File: config.mk
export PLATFORM = sky130hd
export DESIGN_NAME = burst_fault_monitor
export DESIGN_NICKNAME = d
export VERILOG_FILES = /design/src/rtl/burst_fault_monitor.sv
export SDC_FILE = /design/constraint.sdc
export NUM_CORES = 1
export LEC_CHECK = 0
export ABC_CLOCK_PERIOD_IN_PS = 3210
export BUFFER_PORTS_ARGS = -buffer_cell sky130_fd_sc_hd__buf_2
export CORE_UTILIZATION = 40
export DETAILED_ROUTE_END_ITERATION = 10
export HOLD_SLACK_MARGIN = 0.05
export PLACE_DENSITY = 0.8
export SLEW_MARGIN = 20
export SYNTH_ARGS = -nofsm -noshare
export SYNTH_HDL_FRONTEND = slang
export SYNTH_SLANG_ARGS = --single-unit
export TNS_END_PERCENT = 100
File: constraint.sdc
create_clock -name clk -period 3.21 [get_ports clk]
set_clock_uncertainty 0.05 [all_clocks]
set_input_delay 0.642 -clock clk [delete_from_list [all_inputs] [get_ports clk]]
set_output_delay 0.642 -clock clk [all_outputs]
set_load 0.03 [all_outputs]
File: src/rtl/burst_fault_monitor.sv
module burst_fault_monitor #(
  parameter int NCH = 10,
  parameter int CW  = 12,
  parameter int LW  = 8,
  localparam int CHW = $clog2(NCH)
) (
  input  logic           clk,
  input  logic           rst_n,
  input  logic           res_valid,
  input  logic [CHW-1:0] res_chan,
  input  logic [CW-1:0]  res_count,
  input  logic           res_ovf,
  input  logic [LW-1:0]  low_limit,
  input  logic [NCH-1:0] recal,
  output logic [NCH-1:0] err_flags,
  output logic [NCH-1:0] acq_en
);

  logic lim_on, lo_err, any_err, dis_req;

  assign lim_on  = |low_limit;
  assign lo_err  = lim_on && (res_count < CW'(low_limit));
  assign any_err = lo_err || res_ovf;
  assign dis_req = lim_on && any_err;

  for (genvar i = 0; i < NCH; i++) begin : g_ch
    logic hit;
    assign hit = res_valid && (int'(res_chan) == i);

    always_ff @(posedge clk) begin
      if (!rst_n) begin
        err_flags[i] <= 1'b0;
        acq_en[i]    <= 1'b1;
      end else begin
        err_flags[i] <= (hit && any_err) || (err_flags[i] && !recal[i]);
        acq_en[i]    <= !(hit && dis_req) && (acq_en[i] || recal[i]);
      end
    end
  end

endmodule

==> results_dict.tcl <==
set metrics [dict create \
    post_cts_resized 0 \
    grt_pass1_vias 1206 \
    p_leak_nw 0.754 \
    p_per_area_nw_per_um2 308 \
    netSwitchingFraction 0.268 \
    syn_area_um2 1240 \
    maxSlewViolCount 0 \
    place.gp.congestion 0.786 \
    dr.pass1.iters 7 \
    critPathSlowestCell "o211a_1" \
    cts_buffer_depth 2 \
    grt_max_degree 18 \
    place_ws_ns 0.922 \
    start_util 0.435 \
    tightest_slew_ns 0.503 \
    mostFrequentLayoutCell "buf_2" \
    final_cell_mix "57 x buf_2, 20 x dfxtp_1, 18 x inv_1, 11 x nor3_1, 9 x a21oi_1" \
    die_area_um2 3330 \
    netlist_instances 147 \
    area_delta_synth_final_pct 27.2 \
    min_path_type "flop to flop" \
    synth_simple_gate_area_frac 0.255 \
    final_nets 250 \
    layout-drive-gt1-share 0.343 \
    rsz0062_at_grt "no" \
    io_buffers 57 \
    synth_ff_type "dfxtp_1" \
    ir_drop_mv 0.243 \
    ant_nets 0 \
    clockRootBuffer "clkbuf_4" \
    crit_chain "buf_2, inv_1, ha_1, and4_1, o211ai_1, o211a_1, a31o_1" \
    globalRouteOverflowTotal 0 \
    synthXorXnorAreaFrac 0 \
    grt_pass1_wl_um 5230 \
    power_w 0.000487 \
    drtIter0Drc 51 \
    synth_edf_count 0 \
    synth_top_family_by_area "compound AO/OA/AOI/OAI gates" \
    seq_area_frac_synth 0.323 \
    io_pins 58 \
    wl_per_cell_um 13.5 \
    yosys.cell_types.count 40 \
    synthMuxAreaShare 0 \
    die-width_um 57.7 \
    cts_buffers 3 \
    max-slew-margin-rel 0.664 \
    fmax_ghz 0.511 \
    cts.clk_slew.worst_paths_ns 0.11 \
    wirelength_um 3180 \
    timing.rr.start "acq_en[0]" \
    design_area_um2 1580 \
    yosysWarnings 0 \
    synth_fa_ha_area_frac 0.0706 \
    syn_avg_cell_area_um2 8.44 \
    async_reset_ff_frac 0 \
    viasPerCell 5.69 \
    combPwrFrac 0.184 \
    antenna_found_initial 0 \
    drc 4 \
    htree_levels 1 \
    cp_data_required_time_ns 3.37 \
    synth-seq-cells 20 \
    clock_latency_ns 0.30 \
    p_seq_frac 0.517 \
    cts_hold_buf 0 \
    period_share 0.610 \
    cts.sinks 20 \
    yosys-top-cells-area "dfxtp_1 32%, ha_1 7.1%, inv_1 5.4%, o2111ai_1 4.9%, nor3_1 4.4%" \
    status "finished, violations left" \
    r2r_slack_ns 2.24 \
    end_kind "flop" \
    yosysTopAreaCell "dfxtp_1" \
    synth_compound_area_frac 0.276 \
    core_area_um2 2850 \
    worstSetupStartpointType "input port" \
    drv_cap 0 \
    diodes 0 \
    pwr-share-clk 0.299 \
    cp-endpoint "err_flags[8]" \
    criticalPathCategory "input port to flop" \
    power.switching_w 0.000130 \
    fin_setup_tns_ns 0 \
    post_cts_buffers 0 \
    cts_tree "done" \
    dpl.hpwl_um 2510 \
    vias 1336 \
    setup_viol 0 \
    synth_top_area_frac 0.323 \
    placed_cell_area_um2 1540 \
    setup_ws_ns 1.25 \
    syn_nets 192 \
    cp_slowest_stage_delay_ns 0.41 \
    violations "design-rule violations" \
    intPower_w 0.000356 \
    grt_usage 0.200 \
    r2r_end "acq_en[0]" \
    arrival_ns 2.12 \
    chipHeight_um 57.7 \
    row_count 19 \
    reg2reg_depth 2 \
    hold_violations 0 \
    path_max_fanout 9 \
    min_period_ns 1.96 \
    crit_start "low_limit[7]" \
]
-- Yosys cell counts, types with 2 or more instances --
master	count
a21o_2	2
a21oi_1	9
a32o_1	3
a32oi_1	5
and2_1	6
and3_1	3
clkbuf_1	3
dfxtp_1	20
ha_1	7
inv_1	18
nand2_1	8
nand2b_1	3
nand3_1	3
nand4b_1	2
nor2_1	7
nor3_1	11
nor3b_1	2
o2111ai_1	7
o21a_1	2
o21ai_0	2
o32ai_1	4
or4_4	2
-- worst max-delay path, delay by kind of cell --
kind,cells,cell delay (ns)
buffers and inverters,2,0.13
AO/OA/AOI/OAI,3,0.85
AND/OR/NAND/NOR,1,0.20
adder cells (fa/ha/maj),1,0.30
-- power groups by stage --
stage	combinational [W]	sequential, W	clock [W]
4_1_cts	0.0000891	0.000252	0.000148
3_3_place_gp	0.0000878	0.000257	0
3_5_place_dp	0.0000887	0.000257	0
5_1_grt	0.000100	0.000252	0.000158
6_report	0.0000894	0.000252	0.000146
2_1_floorplan	0.0000431	0.000262	0
-- worst min-delay path by stage --
stage / from / end / depth (start not counted)
floorplan: err_flags[6] / err_flags[6] / 2
global placement: err_flags[6] / err_flags[6] / 2
CTS: err_flags[6] / err_flags[6] / 2
global route: err_flags[2] / err_flags[2] / 2
detailed placement: err_flags[6] / err_flags[6] / 2
finish: err_flags[6] / err_flags[6] / 2
-- final cells by class --
cell class,count,area [um2]
Clock buffer,4,36.3
Fill cell,272,1270
Inverter,19,71.3
Multi-Input combinational cell,104,747
Sequential cell,20,400
Tap cell,31,38.8
Timing Repair Buffer,57,285
-- metrics by stage --
stage	hold WS [ns]	cells	utilization
after global routing	0.484	235	0.554
final	0.460	235	0.554
after CTS	0.464	235	0.554
after global placement	0.423	231	0.541
after detailed placement	0.440	231	0.541
after floorplan	0.561	147	-
-- sequential cells by signal, summed over array words and instances (netlist names) --
name and count:
err_flags 10, acq_en 10
-- routing by layer --
layer	wire length (um)	GRT usage
met5	0	0
met4	30	0.0714
met3	176	0.0558
met2	1540	0.317
met1	1430	0.260
-- kinds of logic (layout without fill, tap and decap cells) --
family                   count (synthesis)  after routing
AO/OA/AOI/OAI                           43             43
adder cells (fa/ha/maj)                  7              7
buffers and inverters                   23             80
flip-flops                              20             20
AND/OR/NAND/NOR                         54             54
No activity file was read; power rests on OpenSTA's default activity.
